## src/rtl/rtcc_pkg.sv

```systemverilog
package rtcc_pkg;

    localparam int REG_W = 32;

    // word addresses
    localparam int A_CTRL = 0;
    localparam int A_TIME = 1;
    localparam int A_CAL  = 2;
    localparam int A_STAT = 3;
    localparam int A_CLR  = 4;

    // control / status bit positions
    localparam int CTRL_TIME = 0;
    localparam int CTRL_CAL  = 1;
    localparam int ST_ACK    = 0;
    localparam int ST_SEC    = 2;
    localparam int ST_MIN    = 3;
    localparam int ST_DAY    = 4;

    typedef enum logic [1:0] {
        UPD_IDLE  = 2'd0,
        UPD_ARMED = 2'd1,
        UPD_HELD  = 2'd2
    } upd_state_e;

    // {carry, next}: wraps to 'first' after 'last', else BCD +1
    function automatic logic [8:0] bcd_step(input logic [7:0] v,
                                            input logic [7:0] last,
                                            input logic [7:0] first);
        if (v == last)
            return {1'b1, first};
        else if (v[3:0] >= 4'd9)
            return {1'b0, v[7:4] + 4'd1, 4'd0};
        else
            return {1'b0, v[7:4], v[3:0] + 4'd1};
    endfunction

    // BCD value divisible by four: (2*tens + ones) mod 4 == 0
    function automatic logic bcd_div4(input logic [7:0] b);
        return ((({b[7:4], 1'b0} + {1'b0, b[3:0]}) & 5'h03) == 5'h00);
    endfunction

    function automatic logic is_leap(input logic [7:0] cent, input logic [7:0] year);
        return (year == 8'h00) ? bcd_div4(cent) : bcd_div4(year);
    endfunction

    function automatic logic [7:0] month_last(input logic [7:0] mon, input logic leap);
        case (mon)
            8'h02:                     return leap ? 8'h29 : 8'h28;
            8'h04, 8'h06, 8'h09, 8'h11: return 8'h30;
            default:                   return 8'h31;
        endcase
    endfunction

endpackage

```

## src/rtl/rtcc_upd_fsm.sv

```systemverilog
module rtcc_upd_fsm
    import rtcc_pkg::*;
(
    input  logic clk,
    input  logic rst_n,
    input  logic tick_i,
    input  logic req_i,
    output logic hold_o,
    output logic ack_set_o
);

    upd_state_e st_q, st_d;

    always_ff @(posedge clk or negedge rst_n) begin
        if (!rst_n) st_q <= UPD_IDLE;
        else        st_q <= st_d;
    end

    always_comb begin
        st_d = st_q;
        unique case (st_q)
            UPD_IDLE:  if (req_i) st_d = UPD_ARMED;
            UPD_ARMED: begin
                if (!req_i)      st_d = UPD_IDLE;
                else if (tick_i) st_d = UPD_HELD;
            end
            UPD_HELD:  if (!req_i) st_d = UPD_IDLE;
            default:   st_d = UPD_IDLE;
        endcase
    end

    always_comb begin
        hold_o    = (st_q == UPD_HELD);
        ack_set_o = (st_q == UPD_ARMED) && req_i && tick_i;
    end

    AST_HOLD_AFTER_TICK: assert property (@(posedge clk) disable iff (!rst_n)
        $rose(hold_o) |-> $past(tick_i))
        else $error("hold entered without a tick");

    AST_HOLD_NEEDS_REQ: assert property (@(posedge clk) disable iff (!rst_n)
        hold_o |-> $past(req_i))
        else $error("hold without pending request");

endmodule

```

## src/rtl/rtcc_tod.sv

```systemverilog
module rtcc_tod
    import rtcc_pkg::*;
(
    input  logic            clk,
    input  logic            rst_n,
    input  logic            step_i,
    input  logic            run_i,
    input  logic            load_i,
    input  logic [2:0][7:0] ld_i,      // [0] sec, [1] min, [2] hour
    output logic [31:0]     tim_o,
    output logic            sec_evt_o,
    output logic            min_evt_o,
    output logic            day_carry_o
);

    localparam int NFLD = 3;
    localparam logic [7:0] LAST_V [NFLD] = '{8'h59, 8'h59, 8'h23};

    logic [NFLD:0]   carry;
    logic [7:0]      fld [NFLD];

    assign carry[0] = step_i && run_i && !load_i;

    for (genvar i = 0; i < NFLD; i++) begin : g_fld
        logic [7:0] q;
        logic [8:0] nx;
        always_comb nx = bcd_step(q, LAST_V[i], 8'h00);
        assign carry[i+1] = carry[i] && nx[8];
        always_ff @(posedge clk or negedge rst_n) begin
            if (!rst_n)        q <= 8'h00;
            else if (load_i)   q <= ld_i[i];
            else if (carry[i]) q <= nx[7:0];
        end
        assign fld[i] = q;
    end

    assign tim_o       = {10'd0, fld[2][5:0], 1'b0, fld[1][6:0], 1'b0, fld[0][6:0]};
    assign sec_evt_o   = carry[0];
    assign min_evt_o   = carry[1];
    assign day_carry_o = carry[NFLD];

    logic unused_hi;
    assign unused_hi = ^{fld[0][7], fld[1][7], fld[2][7:6]};

    AST_TIME_FROZEN: assert property (@(posedge clk) disable iff (!rst_n)
        (!run_i && !load_i) |=> $stable(tim_o))
        else $error("time moved while held");

    AST_SEC_WRAP: assert property (@(posedge clk) disable iff (!rst_n)
        (step_i && run_i && !load_i && tim_o[6:0] == 7'h59) |=> (tim_o[6:0] == 7'h00))
        else $error("seconds did not wrap");

endmodule

```

## src/rtl/rtcc_cal.sv

```systemverilog
module rtcc_cal
    import rtcc_pkg::*;
#(
    parameter logic [7:0] RST_CENTURY = 8'h20,
    parameter logic [7:0] RST_YEAR    = 8'h00,
    parameter logic [7:0] RST_MONTH   = 8'h01,
    parameter logic [7:0] RST_DOW     = 8'h01,
    parameter logic [7:0] RST_DATE    = 8'h01
) (
    input  logic        clk,
    input  logic        rst_n,
    input  logic        step_i,
    input  logic        run_i,
    input  logic        load_i,
    input  logic [31:0] ld_i,
    output logic [31:0] cal_o,
    output logic        day_evt_o
);

    logic [7:0] cent_q, year_q, mon_q, dow_q, date_q;
    logic [8:0] cent_nx, year_nx, mon_nx, dow_nx, date_nx;
    logic [7:0] mlast;
    logic       leap, adv, date_end;

    always_comb begin
        leap     = is_leap(cent_q, year_q);
        mlast    = month_last(mon_q, leap);
        adv      = step_i && run_i && !load_i;
        date_end = (date_q >= mlast);
        date_nx  = bcd_step(date_q, mlast, 8'h01);
        dow_nx   = bcd_step(dow_q, 8'h07, 8'h01);
        mon_nx   = bcd_step(mon_q, 8'h12, 8'h01);
        year_nx  = bcd_step(year_q, 8'h99, 8'h00);
        cent_nx  = bcd_step(cent_q, 8'h79, 8'h00);
    end

    always_ff @(posedge clk or negedge rst_n) begin
        if (!rst_n) begin
            cent_q <= RST_CENTURY;
            year_q <= RST_YEAR;
            mon_q  <= RST_MONTH;
            dow_q  <= RST_DOW;
            date_q <= RST_DATE;
        end else if (load_i) begin
            cent_q <= {1'b0, ld_i[6:0]};
            year_q <= ld_i[15:8];
            mon_q  <= {3'b0, ld_i[20:16]};
            dow_q  <= {5'b0, ld_i[23:21]};
            date_q <= {2'b0, ld_i[29:24]};
        end else if (adv) begin
            dow_q  <= dow_nx[7:0];
            date_q <= date_end ? 8'h01 : date_nx[7:0];
            if (date_end) begin
                mon_q <= mon_nx[7:0];
                if (mon_nx[8]) begin
                    year_q <= year_nx[7:0];
                    if (year_nx[8]) cent_q <= cent_nx[7:0];
                end
            end
        end
    end

    assign cal_o     = {2'b0, date_q[5:0], dow_q[2:0], mon_q[4:0], year_q, 1'b0, cent_q[6:0]};
    assign day_evt_o = adv;

    logic unused_bits;
    assign unused_bits = ^{cent_nx[8], dow_nx[8], date_nx[8], ld_i[31:30], ld_i[7],
                           cent_q[7], mon_q[7:5], dow_q[7:3], date_q[7:6]};

    AST_CAL_FROZEN: assert property (@(posedge clk) disable iff (!rst_n)
        (!run_i && !load_i) |=> $stable(cal_o))
        else $error("calendar moved while held");

    AST_DOW_WRAP: assert property (@(posedge clk) disable iff (!rst_n)
        (adv && dow_q == 8'h07) |=> (dow_q == 8'h01))
        else $error("weekday did not wrap");

    AST_FEB_COMMON: assert property (@(posedge clk) disable iff (!rst_n)
        (adv && !leap && mon_q == 8'h02 && date_q == 8'h28) |=> (date_q == 8'h01 && mon_q == 8'h03))
        else $error("common-year February overran");

endmodule

```

## src/rtl/rtcc_top.sv

```systemverilog
module rtcc_top
    import rtcc_pkg::*;
#(
    parameter int         ADDR_W      = 3,
    parameter logic [7:0] RST_CENTURY = 8'h20,
    parameter logic [7:0] RST_YEAR    = 8'h00,
    parameter logic [7:0] RST_MONTH   = 8'h01,
    parameter logic [7:0] RST_DOW     = 8'h01,
    parameter logic [7:0] RST_DATE    = 8'h01
) (
    input  logic              clk,
    input  logic              rst_n,
    input  logic              tick,
    input  logic              bus_wr,
    input  logic [ADDR_W-1:0] bus_addr,
    input  logic [REG_W-1:0]  bus_wdata,
    output logic [REG_W-1:0]  bus_rdata
);

    localparam logic [ADDR_W-1:0] AD_CTRL = ADDR_W'(A_CTRL);
    localparam logic [ADDR_W-1:0] AD_TIME = ADDR_W'(A_TIME);
    localparam logic [ADDR_W-1:0] AD_CAL  = ADDR_W'(A_CAL);
    localparam logic [ADDR_W-1:0] AD_STAT = ADDR_W'(A_STAT);
    localparam logic [ADDR_W-1:0] AD_CLR  = ADDR_W'(A_CLR);

    logic [1:0]  ctrl_q;
    logic        ack_q, sec_q, min_q, day_q;
    logic        hold, ack_set;
    logic        ld_time, ld_cal;
    logic        sec_evt, min_evt, day_carry, day_evt;
    logic [31:0] tim_v, cal_v;
    logic [4:0]  clr;
    logic        unused_wd;

    // ---------------- handshake ----------------
    rtcc_upd_fsm u_fsm (
        .clk       (clk),
        .rst_n     (rst_n),
        .tick_i    (tick),
        .req_i     (|ctrl_q),
        .hold_o    (hold),
        .ack_set_o (ack_set)
    );

    assign ld_time = bus_wr && bus_addr == AD_TIME && hold && ctrl_q[CTRL_TIME];
    assign ld_cal  = bus_wr && bus_addr == AD_CAL  && hold && ctrl_q[CTRL_CAL];

    // ---------------- counters ----------------
    rtcc_tod u_tod (
        .clk         (clk),
        .rst_n       (rst_n),
        .step_i      (tick),
        .run_i       (!ctrl_q[CTRL_TIME]),
        .load_i      (ld_time),
        .ld_i        ({{2'b0, bus_wdata[21:16]}, {1'b0, bus_wdata[14:8]}, {1'b0, bus_wdata[6:0]}}),
        .tim_o       (tim_v),
        .sec_evt_o   (sec_evt),
        .min_evt_o   (min_evt),
        .day_carry_o (day_carry)
    );

    rtcc_cal #(
        .RST_CENTURY (RST_CENTURY),
        .RST_YEAR    (RST_YEAR),
        .RST_MONTH   (RST_MONTH),
        .RST_DOW     (RST_DOW),
        .RST_DATE    (RST_DATE)
    ) u_cal (
        .clk       (clk),
        .rst_n     (rst_n),
        .step_i    (day_carry),
        .run_i     (!ctrl_q[CTRL_CAL]),
        .load_i    (ld_cal),
        .ld_i      (bus_wdata),
        .cal_o     (cal_v),
        .day_evt_o (day_evt)
    );

    // ---------------- control and status ----------------
    assign clr = (bus_wr && bus_addr == AD_CLR) ? bus_wdata[4:0] : 5'd0;

    always_ff @(posedge clk or negedge rst_n) begin
        if (!rst_n) begin
            ctrl_q <= 2'b00;
            ack_q  <= 1'b0;
            sec_q  <= 1'b0;
            min_q  <= 1'b0;
            day_q  <= 1'b0;
        end else begin
            if (bus_wr && bus_addr == AD_CTRL) ctrl_q <= bus_wdata[1:0];
            ack_q <= ack_set | (ack_q & ~clr[ST_ACK]);
            sec_q <= sec_evt | (sec_q & ~clr[ST_SEC]);
            min_q <= min_evt | (min_q & ~clr[ST_MIN]);
            day_q <= day_evt | (day_q & ~clr[ST_DAY]);
        end
    end

    always_comb begin
        bus_rdata = '0;
        case (bus_addr)
            AD_CTRL: bus_rdata = {30'd0, ctrl_q};
            AD_TIME: bus_rdata = tim_v;
            AD_CAL:  bus_rdata = cal_v;
            AD_STAT: bus_rdata = {27'd0, day_q, min_q, sec_q, 1'b0, ack_q};
            default: bus_rdata = '0;
        endcase
    end

    assign unused_wd = ^{bus_wdata[31:30], bus_wdata[7], clr[1]};

    AST_TIME_WR_BLOCKED: assert property (@(posedge clk) disable iff (!rst_n)
        (bus_wr && bus_addr == AD_TIME && ctrl_q[CTRL_TIME] && !hold) |=> $stable(tim_v))
        else $error("time write taken before acknowledge");

    AST_ACK_ON_TICK: assert property (@(posedge clk) disable iff (!rst_n)
        $rose(ack_q) |-> $past(tick))
        else $error("acknowledge rose without tick");

    AST_SEC_FLAG_SET: assert property (@(posedge clk) disable iff (!rst_n)
        sec_evt |=> sec_q)
        else $error("second event flag lost");

endmodule

```

## config.mk

```make
export PLATFORM = sky130hd
export DESIGN_NAME = rtcc_top
export DESIGN_NICKNAME = d
export VERILOG_FILES = /design/src/rtl/rtcc_pkg.sv /design/src/rtl/rtcc_upd_fsm.sv /design/src/rtl/rtcc_tod.sv /design/src/rtl/rtcc_cal.sv /design/src/rtl/rtcc_top.sv
export SDC_FILE = /design/constraint.sdc
export NUM_CORES = 1
export LEC_CHECK = 0
export ABC_CLOCK_PERIOD_IN_PS = 3000
export BUFFER_PORTS_ARGS = -buffer_cell sky130_fd_sc_hd__buf_4
export CAP_MARGIN = 20
export CORE_MARGIN = 5
export CORE_UTILIZATION = 48
export CTS_CLUSTER_SIZE = 24
export DETAILED_ROUTE_END_ITERATION = 8
export GPL_TIMING_DRIVEN = 0
export HOLD_SLACK_MARGIN = 0.1
export PLACE_DENSITY = 0.83
export SLEW_MARGIN = 5
export SYNTH_ARGS = -nofsm -noshare
export SYNTH_HDL_FRONTEND = slang
export SYNTH_SLANG_ARGS = --single-unit
```

## constraint.sdc

```tcl
create_clock -name clk -period 3 [get_ports clk]
set_input_delay 0.3 -clock clk [delete_from_list [all_inputs] [get_ports clk]]
set_output_delay 0.3 -clock clk [all_outputs]
set_load 0.02 [all_outputs]
```

Yosys cells after proc, flatten, opt, wreduce, memory -nomap -nowiden:

Cells that the tools add are included.

* register bits: 72
* input bits: 39
* output and inout port bits: 32

* $add $sub $neg: 18
* $lt $le $gt $ge: 9
* eq/ne operators: 22
* multiplexer cells: 49
* bitwise operators: 12
* reduce and logical (&&, ||, !) cells: 55

Operator list (number)
* $mux 8: 34
* $pmux 30 s4: 1
* $add 4x1->4 const B: 16
* $mux 9: 5
* $ge 4x4->1 const B: 8
* $eq 8x3->1 const B: 3
* $eq 8x7->1 const B: 3
* $reduce_bool 3->1: 7
* $logic_and 1x1->1: 17
* $eq 8x5->1 const B: 2
* $reduce_bool 2->1: 7
* $reduce_and 2->1: 6
* $logic_not 5->1: 2
* $pmux 5 s2: 1
* $reduce_and 3->1: 3
* $eq 8x2->1 const B: 1
* $eq 8x4->1 const B: 1
* $eq 8x6->1 const B: 1
* $eq 8x8->1: 1
* $eq 8x8->1 const B: 1
* $ge 8x8->1: 1
* $logic_not 8->1: 1
* $mux 2: 4
* $reduce_and 4->1: 2
* 22 further kinds: 37

Longest topological paths before layout:

* depth after elaboration: 13
* gate-level depth with buffers: 14

By module:

From an unflattened synthesis, not the netlist that was laid out.

* cells, all modules: 696
* area total of the unflattened synthesis: 6142.1 µm²

Modules (own cells, without submodules)
* rtcc_cal: times used 1, cells an instance 352, area an instance 3105.5 µm²
* rtcc_tod: times used 1, cells an instance 226, area an instance 1981.9 µm²
* rtcc_top: times used 1, cells an instance 111, area an instance 968.4 µm²
* rtcc_upd_fsm: times used 1, cells an instance 7, area an instance 86.3 µm²

Worst setup path before layout:

No wires, ideal clock.

* kind: register -> register
* from: register u_cal.mon_q[0]
* to: register u_cal.cent_q[7]
* data arrival time: 3044 ps
* required time: 2874 ps
* path slack: -170 ps
* cell stages (with the launch flop): 15
* clock period less this slack: 3170 ps
* cell sequence: dfstp_2 > inv_1 > ha_1 > o211ai_1 > a21oi_1 > a31oi_1 > nor3_1 > mux2i_1 > ha_1 > or4b_4 > o221ai_4 > a21oi_2 > buf_6 > and3_4 > a311o_1

* cells in the longest elaborated chain, start to end: 6

RTL lines
* start: declaration: line rtcc_cal.sv:20 `logic [7:0] cent_q, year_q, mon_q, dow_q, date_q;`
* start signal: assignment: line rtcc_cal.sv:47 `mon_q <= {3'b0, ld_i[20:16]};`
* start signal: assignment: line rtcc_cal.sv:54 `mon_q <= mon_nx[7:0];`
* $eq 8x3->1 (tied with other cells): line rtcc_pkg.sv:48 `case (mon)`
* $reduce_or 4->1: line rtcc_pkg.sv:48
* $pmux 5 s2: line rtcc_pkg.sv:48
* $ge 8x8->1: line rtcc_cal.sv:29 `date_end = (date_q >= mlast);`
* $reduce_bool 2->1 (no line)
* $reduce_and 5->1 (no line) (*)
* end signal: assignment: line rtcc_cal.sv:45 `cent_q <= {1'b0, ld_i[6:0]};`
* end signal: assignment: line rtcc_cal.sv:57 `if (year_nx[8]) cent_q <= cent_nx[7:0];`
* end: declaration: line rtcc_cal.sv:20

Mark *: on every way between the ends. The rest lies on a longest branch, timed or not.
A chain may end at the register's enable or synchronous reset.

Final worst setup path:

Ends and elaborated chain as after synthesis.

==> metrics <==
status=complete, but fails checks; failing checks=setup timing; core area=11320 um2; proportion of synthesized chip area in sequential cells=0.3292; crit path capture type=flop; most frequent cells in the layout=87 x buf_4, 65 x dfrtp_1, 54 x nor2_1; NumNets Final=795; gr usage total=0.2574; placed insts=826; drt wl/cell=20.74 um; Non-Filler Instances=860; startpoint types=flop; Req. time, crit path=3260 ps; Layout Utilization=0.6006; I/O pins=71; Lkg Pwr=0.003073 uW; Post-synth ARST share=1.000; crit path cell chain=inv_4 -> ha_4 -> o211ai_1 -> a21oi_1 -> a31oi_1 -> nor3_2 -> mux2i_1 -> ha_1 -> or4b_4 -> o221ai_4 -> a21oi_4 -> buf_6 -> buf_4 -> a31oi_1 -> a311o_1; I/O Buffers=63; Most Frequent Cell on Critical Path=a31oi_1; CTS Buffer Depth=2; Initial Util=0.4847; share of power burned in registers=0.384; diode count=0; HPWL after DPL=12450 um; maximum net fanout on the critical path=5; hold violation total from the final report=0; largest net degree at the start of global routing=73; cell internal pwr=2254 uW; die width=116.9 um; H-tree levels=3; CTS tree=done; Final Critical Period=3357 ps; Crit-path slowest cell=dfstp_2; Ys Warns=0; commonest non-fill, non-tap cell in the layout=buf_4; layout cells sized above 1=0.2483; Die Ht=116.9 um; clk_skew=9.625 ps; Iter 0 DRT Violations=629; PwrDens=498.1 nW/um2; Tcrit/Tclk final=1.119; Cell Area, Synth=5488 um2; DRC errors left=0; fmax=0.2978 GHz; Synth Flop Type=dfrtp_1; Layout area overhead=23.89%; total grt overflow=0; Worst EP arrival=3620 ps; post-synth cell types=85; Crit Path Class=flop to flop; Comb power frac=0.260; worst setup margin=-357.5 ps; vias in the first global route=5473; VDD IR max=0.3164 mV; DR pass1 iterations=6; Setup WS pre-CTS=-526.7 ps; initial antenna violation count=0; Slew @ Worst Pin=1051 ps; Root Buffer=clkbuf_16; Clock Latency Late Sink=340 ps; first-pass GRT wire length=27480 um; vias post-DR=5594; Worst-path clk slew=60 ps; Die Area=13670 um2; maxcap violations=0; Rel. slew slack=0.2935; cts bufs inserted=9; Placer Congestion=0.9452; setup repair after global routing missed its margin=yes; # setup viols final=32; NetSw=1133 uW; EDFF count, synth=0; final WL=17840 um; routed vias/inst=6.505; ANT nets after route=0; Synth Register Bits=72; Sw Ratio=0.3345; Avg Cell Area, Syn=8.880 um2; Sink Count=72; Core Rows=39; max-slew violations=0; worst min path class=primary input to async pin; clock network power share=0.356; Cells after Synth=618; Critical Path Max Stage Delay=580 ps
-- final cells by class --
cell class                 count  area (um2)
fill                         940        4522
multi-input combinational    477        3528
sequential                    72        1810
timing repair buffer          81       611.8
clock buffer                  11       252.7
buffer                        33       192.7
tap                          143       178.9
inverter                      38       145.1
clock inverter                 5       78.83
-- layer usage --
layer | vias to the layer above | track usage | routed length, um
met1 | 2696 | 0.3301 | 6935
met3 | 58 | 0.04216 | 1715
met5 | - | 0 | 0
li1 | 2473 | - | -
met2 | 367 | 0.4395 | 8631
met4 | 0 | 0.09251 | 557
-- repair_timing --
item | in CTS | in global routing
resized for setup | 30 | 14
pin swaps | 16 | 9
gates cloned | 0 | 0
setup endpoints to repair | 32 | 32
hold buffers | 0 | 0
buffers inserted | 14 | 5
-- power by group through the flow --
stage / logic [uW] / clock network, uW / registers, uW
finish: 880 / 1210 / 1300
global route: 961 / 1240 / 1320
CTS: 856 / 1210 / 1290
detailed placement: 845 / 0 / 1310
global placement: 795 / 0 / 1300
floorplan: 597 / 0 / 1250
-- flip-flops by register name (all words and copies together), names as in the netlist --
name           cells
u_cal.mon_q        8
ack_q              1
u_cal.dow_q        8
ctrl_q             2
min_q              1
u_cal.year_q       8
sec_q              1
u_fsm.st_q         2
u_tod.g_fld.q     24
u_cal.date_q       8
u_cal.cent_q       8
day_q              1
-- metrics by stage --
| step | hold slack (ps) | total power, uW | setup TNS [ps] | area (um2) |
|---|---|---|---|---|
| after detailed placement | 472.7 | 2151 | -10690 | 6150 |
| after floorplan | 4.409 | 1848 | -272.3 | 5498 |
| after CTS | 147.1 | 3355 | -4502 | 6699 |
| final | 114.2 | 3386 | -5721 | 6799 |
| after global routing | 186.1 | 3527 | -10260 | 6799 |
| after global placement | 465.7 | 2091 | -7830 | 6150 |
-- cells by family after synthesis --
kind of cell	count (synthesis)	synth area share
compound gates	180	0.2312
fa+ha+maj	44	0.1003
simple gates	225	0.2278
mux	21	0.04401
xor+xnor	4	0.006385
flops	72	0.3292
buf+inv	71	0.06042
other cells	1	0.0006833
-- cells in the mapped netlist (all sizes together) (5+ instances only) --
library cell	number	area share
nor2	56	0.042
nand2b	10	0.011
ha	44	0.10
clkbuf	12	0.0084
a31oi	10	0.011
nor3	9	0.010
a21oi	24	0.023
nor2b	9	0.010
o31ai	5	0.0068
o211ai	9	0.012
nand2	56	0.040
o21a	6	0.0082
mux2	9	0.020
nand3	22	0.020
buf	21	0.026
mux2i	11	0.020
nor4	6	0.0068
inv	38	0.026
o21ai	43	0.039
or3	5	0.0057
o2bb2ai	7	0.011
and2	11	0.013
a22o	7	0.011
and3	5	0.0066
a22oi	29	0.041
dfrtp	68	0.31
-- critical path: cells and delay by family (launching register included) --
kind | cells | cell delay [ps]
AOI/OAI and AO/OA | 7 | 1220
buffers and inverters | 3 | 350
muxes | 1 | 140
and+or+nand+nor | 2 | 570
adders and majority gates | 2 | 400
DFF | 1 | 580
-- final timing paths --
path                                startpoint                  end  slack (ps)  cells past startpoint
worst max-delay path            u_cal.mon_q[0]      u_cal.cent_q[7]        -360                     15
worst min-delay path                     rst_n  u_tod.g_fld[1].q[6]         110                      1
worst max register to register  u_cal.mon_q[0]      u_cal.cent_q[7]        -360                     15
worst min register to register           sec_q                sec_q         500                      2
max in group asynchronous                rst_n       u_cal.mon_q[4]        2210                      1
min in group clk                 bus_wdata[22]       u_cal.dow_q[1]         180                      3
Note: power is estimated with default switching activity, not from simulation.
